$ cat src/rtl/irq_accept_pkg.sv
package irq_accept_pkg;

    typedef enum logic [2:0] {
        DM_FIXED  = 3'b000,
        DM_LOWPRI = 3'b001,
        DM_SMI    = 3'b010,
        DM_RSVD   = 3'b011,
        DM_NMI    = 3'b100,
        DM_INIT   = 3'b101,
        DM_SIPI   = 3'b110,
        DM_EXTINT = 3'b111
    } dmode_e;

    function automatic logic mode_is_direct(input logic [2:0] m);
        return (m == DM_SMI) || (m == DM_NMI) || (m == DM_INIT) ||
               (m == DM_SIPI) || (m == DM_EXTINT);
    endfunction

    function automatic logic mode_is_pending(input logic [2:0] m);
        return (m == DM_FIXED) || (m == DM_LOWPRI);
    endfunction

    typedef enum logic [1:0] {
        TX_IDLE  = 2'd0,
        TX_ISSUE = 2'd1,
        TX_WAIT  = 2'd2
    } tx_state_e;

endpackage

$ cat src/rtl/irq_dest_match.sv
module irq_dest_match #(
    parameter int ID_W = 8
) (
    input  logic [ID_W-1:0] dest,
    input  logic            logical,
    input  logic [ID_W-1:0] phys_id,
    input  logic [ID_W-1:0] log_id,
    output logic            hit
);
    logic phys_hit;
    logic log_hit;

    always_comb begin
        phys_hit = (dest == phys_id) || (dest == {ID_W{1'b1}});
        log_hit  = |(dest & log_id);
        hit      = logical ? log_hit : phys_hit;
    end
endmodule

$ cat src/rtl/irq_req_reg.sv
module irq_req_reg #(
    parameter int VEC_W = 8,
    localparam int NVEC = 1 << VEC_W
) (
    input  logic             clk,
    input  logic             rst_n,
    input  logic             set_en,
    input  logic [VEC_W-1:0] set_idx,
    input  logic [NVEC-1:0]  clr,
    output logic [NVEC-1:0]  pend
);
    logic [NVEC-1:0] set_hot;
    logic [NVEC-1:0] pend_d;
    logic [NVEC-1:0] pend_q;

    for (genvar g = 0; g < NVEC; g++) begin : g_bit
        assign set_hot[g] = set_en && (set_idx == VEC_W'(g));

        // a set always lands, even against a clear of the same bit
        a_r7_set_wins: assert property (@(posedge clk) disable iff (!rst_n)
            set_hot[g] |=> pend_q[g]);
        // a clear without a set empties the bit
        a_r7_clear: assert property (@(posedge clk) disable iff (!rst_n)
            (clr[g] && !set_hot[g]) |=> !pend_q[g]);
    end

    always_comb begin
        pend_d = (pend_q & ~clr) | set_hot;
    end

    always_ff @(posedge clk or negedge rst_n) begin
        if (!rst_n) pend_q <= '0;
        else        pend_q <= pend_d;
    end

    assign pend = pend_q;
endmodule

$ cat src/rtl/irq_tx_retry.sv
module irq_tx_retry
    import irq_accept_pkg::*;
#(
    parameter int ID_W  = 8,
    parameter int VEC_W = 8,
    parameter int CNT_W = 16
) (
    input  logic             clk,
    input  logic             rst_n,
    input  logic             tx_valid,
    output logic             tx_ready,
    input  logic [ID_W-1:0]  tx_dest,
    input  logic [2:0]       tx_mode,
    input  logic [VEC_W-1:0] tx_vector,
    output logic             bus_valid,
    output logic [ID_W-1:0]  bus_dest,
    output logic [2:0]       bus_mode,
    output logic [VEC_W-1:0] bus_vector,
    input  logic             bus_done,
    input  logic             bus_fail,
    output logic [CNT_W-1:0] retry_count
);
    typedef struct packed {
        tx_state_e        st;
        logic [ID_W-1:0]  dest;
        logic [2:0]       mode;
        logic [VEC_W-1:0] vec;
        logic [CNT_W-1:0] cnt;
    } tx_regs_t;

    tx_regs_t r_d, r_q;
    logic     fail_retry;

    always_comb begin
        r_d        = r_q;
        fail_retry = 1'b0;
        case (r_q.st)
            TX_IDLE: begin
                if (tx_valid) begin
                    r_d.st   = TX_ISSUE;
                    r_d.dest = tx_dest;
                    r_d.mode = tx_mode;
                    r_d.vec  = tx_vector;
                end
            end
            TX_ISSUE: begin
                r_d.st = TX_WAIT;
            end
            TX_WAIT: begin
                if (bus_fail) begin
                    if (r_q.mode != DM_SIPI) begin
                        fail_retry = 1'b1;
                        r_d.st     = TX_ISSUE;
                        if (r_q.cnt != {CNT_W{1'b1}})
                            r_d.cnt = r_q.cnt + 1'b1;
                    end else begin
                        r_d.st = TX_IDLE;
                    end
                end else if (bus_done) begin
                    r_d.st = TX_IDLE;
                end
            end
            default: r_d.st = TX_IDLE;
        endcase
    end

    always_ff @(posedge clk or negedge rst_n) begin
        if (!rst_n) begin
            r_q    <= '0;
            r_q.st <= TX_IDLE;
        end else begin
            r_q <= r_d;
        end
    end

    assign tx_ready    = (r_q.st == TX_IDLE);
    assign bus_valid   = (r_q.st == TX_ISSUE);
    assign bus_dest    = r_q.dest;
    assign bus_mode    = r_q.mode;
    assign bus_vector  = r_q.vec;
    assign retry_count = r_q.cnt;

    // a failed non-startup message goes out again on the next cycle
    a_r8_retry_next: assert property (@(posedge clk) disable iff (!rst_n)
        (r_q.st == TX_WAIT && bus_fail && r_q.mode != DM_SIPI) |=> bus_valid);
    // the message contents do not change across a retry
    a_r8_retry_same: assert property (@(posedge clk) disable iff (!rst_n)
        fail_retry |=> ($stable(bus_dest) && $stable(bus_vector) && $stable(bus_mode)));
    // a failed startup message is never sent again
    a_r9_sipi_once: assert property (@(posedge clk) disable iff (!rst_n)
        (r_q.st == TX_WAIT && bus_fail && r_q.mode == DM_SIPI)
            |=> (!bus_valid && tx_ready && $stable(retry_count)));
endmodule

$ cat src/rtl/irq_accept_unit.sv
module irq_accept_unit
    import irq_accept_pkg::*;
#(
    parameter int ID_W  = 8,
    parameter int VEC_W = 8,
    parameter int CNT_W = 16,
    localparam int NVEC = 1 << VEC_W
) (
    input  logic             clk,
    input  logic             rst_n,
    input  logic [ID_W-1:0]  local_id,
    input  logic [ID_W-1:0]  logical_id,
    input  logic             in_valid,
    output logic             in_ready,
    input  logic [ID_W-1:0]  in_dest,
    input  logic             in_logical,
    input  logic [2:0]       in_mode,
    input  logic [VEC_W-1:0] in_vector,
    output logic             core_valid,
    input  logic             core_ready,
    output logic [2:0]       core_mode,
    output logic [VEC_W-1:0] core_vector,
    input  logic [NVEC-1:0]  req_clr,
    output logic [NVEC-1:0]  req_pend,
    input  logic             tx_valid,
    output logic             tx_ready,
    input  logic [ID_W-1:0]  tx_dest,
    input  logic [2:0]       tx_mode,
    input  logic [VEC_W-1:0] tx_vector,
    output logic             bus_valid,
    output logic [ID_W-1:0]  bus_dest,
    output logic [2:0]       bus_mode,
    output logic [VEC_W-1:0] bus_vector,
    input  logic             bus_done,
    input  logic             bus_fail,
    output logic [CNT_W-1:0] retry_count
);
    typedef struct packed {
        logic             valid;
        logic [2:0]       mode;
        logic [VEC_W-1:0] vec;
    } core_regs_t;

    core_regs_t c_d, c_q;
    logic       dest_hit;
    logic       fire;
    logic       take_direct;
    logic       take_pend;

    irq_dest_match #(.ID_W(ID_W)) i_match (
        .dest    (in_dest),
        .logical (in_logical),
        .phys_id (local_id),
        .log_id  (logical_id),
        .hit     (dest_hit)
    );

    always_comb begin
        in_ready    = !c_q.valid || core_ready;
        fire        = in_valid && in_ready;
        take_direct = fire && dest_hit && mode_is_direct(in_mode);
        take_pend   = fire && dest_hit && mode_is_pending(in_mode);

        c_d = c_q;
        if (c_q.valid && core_ready) c_d.valid = 1'b0;
        if (take_direct) begin
            c_d.valid = 1'b1;
            c_d.mode  = in_mode;
            c_d.vec   = in_vector;
        end
    end

    always_ff @(posedge clk or negedge rst_n) begin
        if (!rst_n) c_q <= '0;
        else        c_q <= c_d;
    end

    assign core_valid  = c_q.valid;
    assign core_mode   = c_q.mode;
    assign core_vector = c_q.vec;

    irq_req_reg #(.VEC_W(VEC_W)) i_req (
        .clk     (clk),
        .rst_n   (rst_n),
        .set_en  (take_pend),
        .set_idx (in_vector),
        .clr     (req_clr),
        .pend    (req_pend)
    );

    irq_tx_retry #(.ID_W(ID_W), .VEC_W(VEC_W), .CNT_W(CNT_W)) i_tx (
        .clk         (clk),
        .rst_n       (rst_n),
        .tx_valid    (tx_valid),
        .tx_ready    (tx_ready),
        .tx_dest     (tx_dest),
        .tx_mode     (tx_mode),
        .tx_vector   (tx_vector),
        .bus_valid   (bus_valid),
        .bus_dest    (bus_dest),
        .bus_mode    (bus_mode),
        .bus_vector  (bus_vector),
        .bus_done    (bus_done),
        .bus_fail    (bus_fail),
        .retry_count (retry_count)
    );

    // a message that is dropped raises no core offer
    a_r1_drop_quiet: assert property (@(posedge clk) disable iff (!rst_n)
        (fire && !take_direct && !core_valid) |=> !core_valid);
    // a special message is offered to the core on the next cycle
    a_r3_direct_offer: assert property (@(posedge clk) disable iff (!rst_n)
        take_direct |=> (core_valid && core_vector == $past(in_vector)));
    // the direct path and the pending path never fire together
    a_r3_exclusive: assert property (@(posedge clk) disable iff (!rst_n)
        !(take_direct && take_pend));
    // a stalled offer holds its contents and blocks the input
    a_r6_hold: assert property (@(posedge clk) disable iff (!rst_n)
        (core_valid && !core_ready)
            |=> (core_valid && $stable(core_mode) && $stable(core_vector)));
    a_r6_block: assert property (@(posedge clk) disable iff (!rst_n)
        (core_valid && !core_ready) |-> !in_ready);
endmodule

$ cat config.mk
export PLATFORM = sky130hd
export DESIGN_NAME = irq_accept_unit
export DESIGN_NICKNAME = d
export VERILOG_FILES = /design/src/rtl/irq_accept_pkg.sv /design/src/rtl/irq_dest_match.sv /design/src/rtl/irq_req_reg.sv /design/src/rtl/irq_tx_retry.sv /design/src/rtl/irq_accept_unit.sv
export SDC_FILE = /design/constraint.sdc
export NUM_CORES = 1
export LEC_CHECK = 0
export BUFFER_PORTS_ARGS = -buffer_cell sky130_fd_sc_hd__buf_2
export CORE_AREA = 2 2 240 242
export CTS_CLUSTER_DIAMETER = 40
export CTS_CLUSTER_SIZE = 25
export DETAILED_ROUTE_END_ITERATION = 7
export DIE_AREA = 0 0 242 244
export PLACE_DENSITY = 0.51
export SYNTH_ARGS = -nofsm -noshare
export SYNTH_HDL_FRONTEND = slang
export SYNTH_SLANG_ARGS = --single-unit
export TNS_END_PERCENT = 1
$ cat constraint.sdc
create_clock -name clk -period 1.7 [get_ports clk]
set_input_delay 0.17 -clock clk [delete_from_list [all_inputs] [get_ports clk]]
set_output_delay 0.17 -clock clk [all_outputs]
set_load 0.01 [all_outputs]
Word level (Yosys, flattened, before mapping)

Index checks and enable logic that the tools add are counted.

Flip-flop bits (word level): 305
Input port bits: 318

Add/sub/neg operators: 1
Equality and inequality tests: 269
Muxes and demuxes: 8
Bitwise operators: 4
Reductions and logical operators: 277

Operators with widths:

| operator                                      | count |
|---|---|
| == test 8 bit, second input constant          | 129 |
| == test 8 x 7 -> 1 bit, second input constant | 64 |
| logical AND 1 bit                             | 261 |
| AND 256 bit                                   | 1 |
| == test 8 x 6 -> 1 bit, second input constant | 32 |
| inverter 256 bit                              | 1 |
| OR 256 bit                                    | 1 |
| == test 8 x 5 -> 1 bit, second input constant | 16 |
| == test 8 x 4 -> 1 bit, second input constant | 8 |
| == test 8 x 3 -> 1 bit, second input constant | 4 |
| 2-to-1 mux 21 bit                             | 1 |
| adder 16 x 1 -> 16 bit, second input constant | 1 |
| == test 8 x 2 -> 1 bit, second input constant | 2 |
| != test 16 bit, second input constant         | 1 |
| == test 3 bit, second input constant          | 4 |
| 2-to-1 mux 12 bit                             | 1 |
| AND 8 bit                                     | 1 |
| == test 8 x 1 -> 1 bit, second input constant | 1 |
| == test 8 bit                                 | 1 |
| logical NOT 8 bit                             | 1 |
| OR reduction 8 bit                            | 1 |
| logical OR 1 bit                              | 7 |
| != test 3 bit, second input constant          | 2 |
| case mux 2 bit (3 select lines)               | 1 |
| other kinds (13)                              | 17 |

Depth between registers and ports, before layout

Depth after elaboration: 7
Mapped depth: 7

Modules after synthesis

A second synthesis with hierarchy kept.

Cells, all modules: 1102
Area, all modules: 13241.4 um2

By module, submodules not included:

| module          | times used | cells an instance | area an instance (um2) | seq. area each (um2) |
|---|---|---|---|---|
| irq_req_reg     | 1          | 895               | 10704.0                | 6406.1 |
| irq_tx_retry    | 1          | 155               | 1863.0                 | 925.9 |
| irq_accept_unit | 1          | 33                | 521.8                  | 300.3 |
| irq_dest_match  | 1          | 19                | 152.6                  | 0.0 |

Least setup slack after synthesis

OpenSTA, ideal clock, no wires.

Path type: register to register
From: register c_q, in the netlist core_valid
To: register i_req.pend_q[248] (netlist: i_req.pend[248])
Library setup time: 0.082 ns
Data arrival time: 1.577 ns
Path slack: 0.040 ns
Cell stages (with the launch flop): 8
Cells stage by stage: dfrtp_1 > nand2b_1 > and2_1 > buf_2 > and3_1 > nand3_4 > buf_2 > o22ai_1

Longest elaborated chain between the ends: 7

RTL lines:

| element                        | line                  | RTL |
|---|---|---|
| start, declared                | irq_accept_unit.sv:44 | `core_regs_t c_d, c_q;` |
| start signal, assigned         | irq_accept_unit.sv:74 | `if (!rst_n) c_q <= '0;` |
| start signal, assigned         | irq_accept_unit.sv:75 | `else c_q <= c_d;` |
| logical NOT 1 bit              | irq_accept_unit.sv:59 | `in_ready = !c_q.valid \|\| core_ready;` |
| logical OR 1 bit               | irq_accept_unit.sv:59 |  |
| net in_ready                   | irq_accept_unit.sv:14 | `output logic in_ready,` |
| logical AND 1 bit              | irq_accept_unit.sv:60 | `fire = in_valid && in_ready;` |
| logical AND 1 bit (2 in a row) | irq_accept_unit.sv:62 | `take_pend = fire && dest_hit && mode_is_pending(in_mode);` |
| logical AND 1 bit              | irq_req_reg.sv:17     | `assign set_hot[g] = set_en && (set_idx == VEC_W'(g));` |
| OR 256 bit                     | irq_req_reg.sv:28     | `pend_d = (pend_q & ~clr) \| set_hot;` |
| net i_req.pend_d[248]          | irq_req_reg.sv:13     | `logic [NVEC-1:0] pend_d;` |
| end signal, assigned           | irq_req_reg.sv:33     | `else pend_q <= pend_d;` |
| end, declared                  | irq_req_reg.sv:14     | `logic [NVEC-1:0] pend_q;` |

The timed path passes the listed nets, and every way through them passes these cells.
A chain may end at the register's enable or synchronous reset.

Final worst setup path

From: input port in_dest[2]
To: register i_req.pend_q[217] (netlist: i_req.pend[217])

Longest elaborated chain between the ends: 7

RTL lines:

| element                                                | line                                       | RTL |
|---|---|---|
| start, declared                                        | irq_accept_unit.sv:15                      | `input logic [ID_W-1:0] in_dest,` |
| == test 8 bit or AND 8 bit (tied branches)             | irq_dest_match.sv:14, irq_dest_match.sv:15 |  |
| logical OR 1 bit or OR reduction 8 bit (tied branches) | irq_dest_match.sv:14, irq_dest_match.sv:15 |  |
| 2-to-1 mux 1 bit (*)                                   | irq_dest_match.sv:16                       | `hit = logical ? log_hit : phys_hit;` |
| logical AND 1 bit (*) (2 in a row)                     | irq_accept_unit.sv:62                      |  |
| logical AND 1 bit (*)                                  | irq_req_reg.sv:17                          |  |
| OR 256 bit (*)                                         | irq_req_reg.sv:28                          |  |
| net i_req.pend_d[217]                                  | irq_req_reg.sv:13                          |  |

The timed path passes the listed nets; every way through them passes the cells marked *.

==> impl_metrics.py <==
metrics = {
    "yosys": {
        "synth-seq-cells": 305,
        "yosys.area_share.adder": 0.00101,
        "synth_xor_xnor_area_share": 0.0141,
        "synth.distinct_cells": 47,
        "synthArstFlopShare": 1.00,
        "avgSynthCellArea_um2": 11.0,
        "synth.area.top_cells": "dfrtp_1 (61%), o22ai_1 (13%), inv_1 (7.9%)",
        "synthFlopType": "dfrtp_1",
        "yosysTopAreaCellShare": 0.615,
        "synthSimpleGateAreaFrac": 0.0882,
        "synth_compound_area_frac": 0.139,
        "synth_warnings": 0,
        "synth_seq_area_share": 0.615,
        "yosysTopAreaCell": "dfrtp_1",
        "synth_top_family_by_area": "compound AO/OA/AOI/OAI gates",
        "synthMuxAreaShare": 0.0254,
        "syn-num-nets": 1451,
        "synth_edf_count": 0,
        "synthCells": 1132,
        "syn_area_um2": 12400,
    },
    "detailed_routing": {
        "routed_wl_um": 58400,
        "vias": 12700,
        "dr.pass1.iters": 4,
        "postRouteAntennaNets": 0,
        "wl_per_cell_um": 20.0,
        "drc": 0,
        "viasPerCell": 4.35,
        "drtIter0Drc": 507,
    },
    "final_layout": {
        "nets": 2436,
        "layout_common_cells": "buf_2 (622), dfrtp_1 (305), dlygate4sd3_1 (287)",
        "syn2layout_area_growth_pct": 76.9,
        "num-fill-cells": 5443,
        "layout-drive-gt1-share": 0.401,
        "final_common_cell": "buf_2",
        "design_area_um2": 22000,
    },
    "power_and_ir_drop": {
        "sw_frac_of_total": 0.257,
        "p_clk_frac": 0.528,
        "peakVddDrop_mv": 0.667,
        "switchingPower_mw": 5.92,
        "internal_power_mw": 17.1,
        "combPwrFrac": 0.130,
        "powerDensity_nw_per_um2": 1050,
        "p_leak_nw": 10.7,
        "seqPwrFrac": 0.342,
    },
    "setup_path": {
        "cp.arrival_ps": 2230,
        "path_class": "in2reg",
        "crit_buf_inv": 2,
        "slowest_delay_ps": 670,
        "critPathMaxFanout": 16,
        "endpoint_kind": "flop",
        "path_cells": "buf_2 > xor2_1 > nor4_1 > a211o_2 > buf_12 > nand4_4 > o22ai_1",
        "start_kind": "input pin",
        "path_delay_family": "simple AND/OR/NAND/NOR gates",
        "crit_path_top_delay_cell": "nor4_1",
        "required_ps": 2180,
    },
    "cts": {
        "htreeDepth": 2,
        "cts_max_path_buffers": 3,
        "post_cts_buffers": 0,
        "numCtsBuffers": 56,
        "cts.sinks": 305,
        "clk_latency_ps": 580,
        "cts_tree": "yes",
        "path_clk_slew_ps": 50,
        "cts-root-buf": "clkbuf_16",
    },
    "timing": {
        "finClkSkew_ps": 11.6,
        "period_share": 1.03,
        "timing.fmax_mhz": 572,
        "slew_viol_final": 0,
        "setup_viol": 13,
        "tns_ps": -263,
        "slew_headroom": 0.501,
        "fin_crit_ps": 1750,
        "hold_violations": 0,
        "fin_ws_ps": -49.0,
        "tightest_slew_ps": 741,
        "rsz0062_at_grt": "yes",
    },
    "status": {
        "violations": "setup timing",
        "status": "finished, violations left",
    },
    "global_routing": {
        "grt_pass1_wl_um": 86300,
        "antenna_found_initial": 2,
        "first_global_vias": 13900,
        "globalRouteOverflowTotal": 0,
        "track_usage": 0.194,
        "grt_start_max_net_pins": 60,
    },
    "job": {
        "cap_violations": 0,
    },
    "die": {
        "initial_utilization": 0.221,
        "die_height_um": 244,
        "rows": 87,
        "dieArea_um2": 59000,
        "pin_count": 624,
        "die_x_um": 242,
        "core_um2": 56200,
    },
    "placement": {
        "hpwl_um": 44000,
        "place_ws_ps": -578,
        "placed_area_um2": 17000,
        "numPortBuffers": 623,
        "routabilityCongestion": 0.997,
    },
    "worst_hold_path": {
        "holdCritPathClass": "in2reg",
    },
}
-- layer usage --
layer	track usage	vias up	routed length [um]
met4	0.0930	0	2720
met5	0	-	0
li1	-	5838	-
met3	0.0547	140	4050
met1	0.211	6125	22000
met2	0.346	602	29600
-- power by group through the flow --
stage | sequential (mW) | combinational (mW) | clock [mW]
2_1_floorplan | 7.96 | 1.31 | 0
3_3_place_gp | 7.97 | 2.45 | 0
3_5_place_dp | 7.99 | 2.46 | 0
4_1_cts | 7.87 | 3.00 | 12.4
5_1_grt | 7.91 | 3.21 | 12.8
6_report | 7.86 | 2.99 | 12.1
-- path summary, 6_finish.rpt --
kind | slack [ps] | endpoint | start | depth (start not counted)
worst max-delay path | -50 | i_req.pend[217] | in_dest[2] | 7
worst min-delay path | 70 | core_mode[1] | in_mode[1] | 4
worst max register to register | 80 | i_req.pend[135] | core_valid | 6
worst min register to register | 490 | i_tx.retry_count[15] | i_tx.retry_count[15] | 1
max in group asynchronous | 230 | i_req.pend[145] | rst_n | 4
min in group asynchronous | 560 | i_req.pend[228] | rst_n | 3
-- layout make-up --
type                    instances  area, um2  share of cell area
flip-flops and latches        305       7630               0.348
repair buffers                995       6980               0.318
multi-input cells             499       3360               0.153
clock buffers                  65       1510              0.0686
inverters                     260        976              0.0444
well taps                     756        946              0.0431
clock inverters                40        553              0.0252
diodes                          3       7.51            0.000342
-- Yosys cell counts, types with 2 or more instances --
| master | instances |
|---|---|
| nand3_1 | 15 |
| nand4_4 | 11 |
| o21ai_0 | 3 |
| xor2_1 | 14 |
| nand4_1 | 9 |
| a21oi_1 | 2 |
| and3b_1 | 2 |
| buf_4 | 39 |
| inv_1 | 260 |
| nor4_1 | 6 |
| nand3_2 | 3 |
| nor2b_1 | 8 |
| and2_1 | 6 |
| nand2_1 | 67 |
| dfrtp_1 | 305 |
| nor3_1 | 8 |
| nand2b_1 | 5 |
| nor4b_1 | 2 |
| buf_6 | 5 |
| a22o_1 | 2 |
| buf_2 | 12 |
| o22ai_1 | 255 |
| nand3_4 | 3 |
| clkbuf_1 | 9 |
| and3_1 | 10 |
| mux2_2 | 27 |
| xnor2_1 | 6 |
| nor2_1 | 19 |
-- flip-flops by register name (all words and copies together), names as in the netlist --
register          flops
core_mode             3
core_vector           8
core_valid            1
i_req.pend          256
i_tx.r_q              2
i_tx.retry_count     16
i_tx.bus_mode         3
i_tx.bus_vector       8
i_tx.bus_dest         8
-- through the flow --
step / std cells / hold slack [ps] / total power, mW / utilization
after floorplan: 1132 / -126 / 9.27 / -
after global placement: 2528 / 39.7 / 10.4 / 0.302
after detailed placement: 2528 / 41.6 / 10.4 / 0.302
after CTS: 2920 / 15.5 / 23.3 / 0.390
after global routing: 2922 / 63.4 / 23.9 / 0.391
final: 2923 / 65.0 / 23.0 / 0.391
-- tightest hold or removal path, delay by kind of cell --
kind	cells	cell delay [ps]
and+or+nand+nor	1	80
buffers and inverters	1	110
AOI/OAI and AO/OA	2	240
-- repair_timing --
action | in CTS | in global routing
hold buffers | 287 | 0
endpoints found under the hold margin | 582 | 0
gates resized for setup | 0 | 7
endpoints found under the setup margin | 0 | 35
-- kinds of logic after synthesis --
group	count (synthesis)
mux	28
buf+inv	328
xor+xnor	20
flops	305
compound gates	272
simple gates	178
fa+ha+maj	1
(Power assumes the default switching activity.)
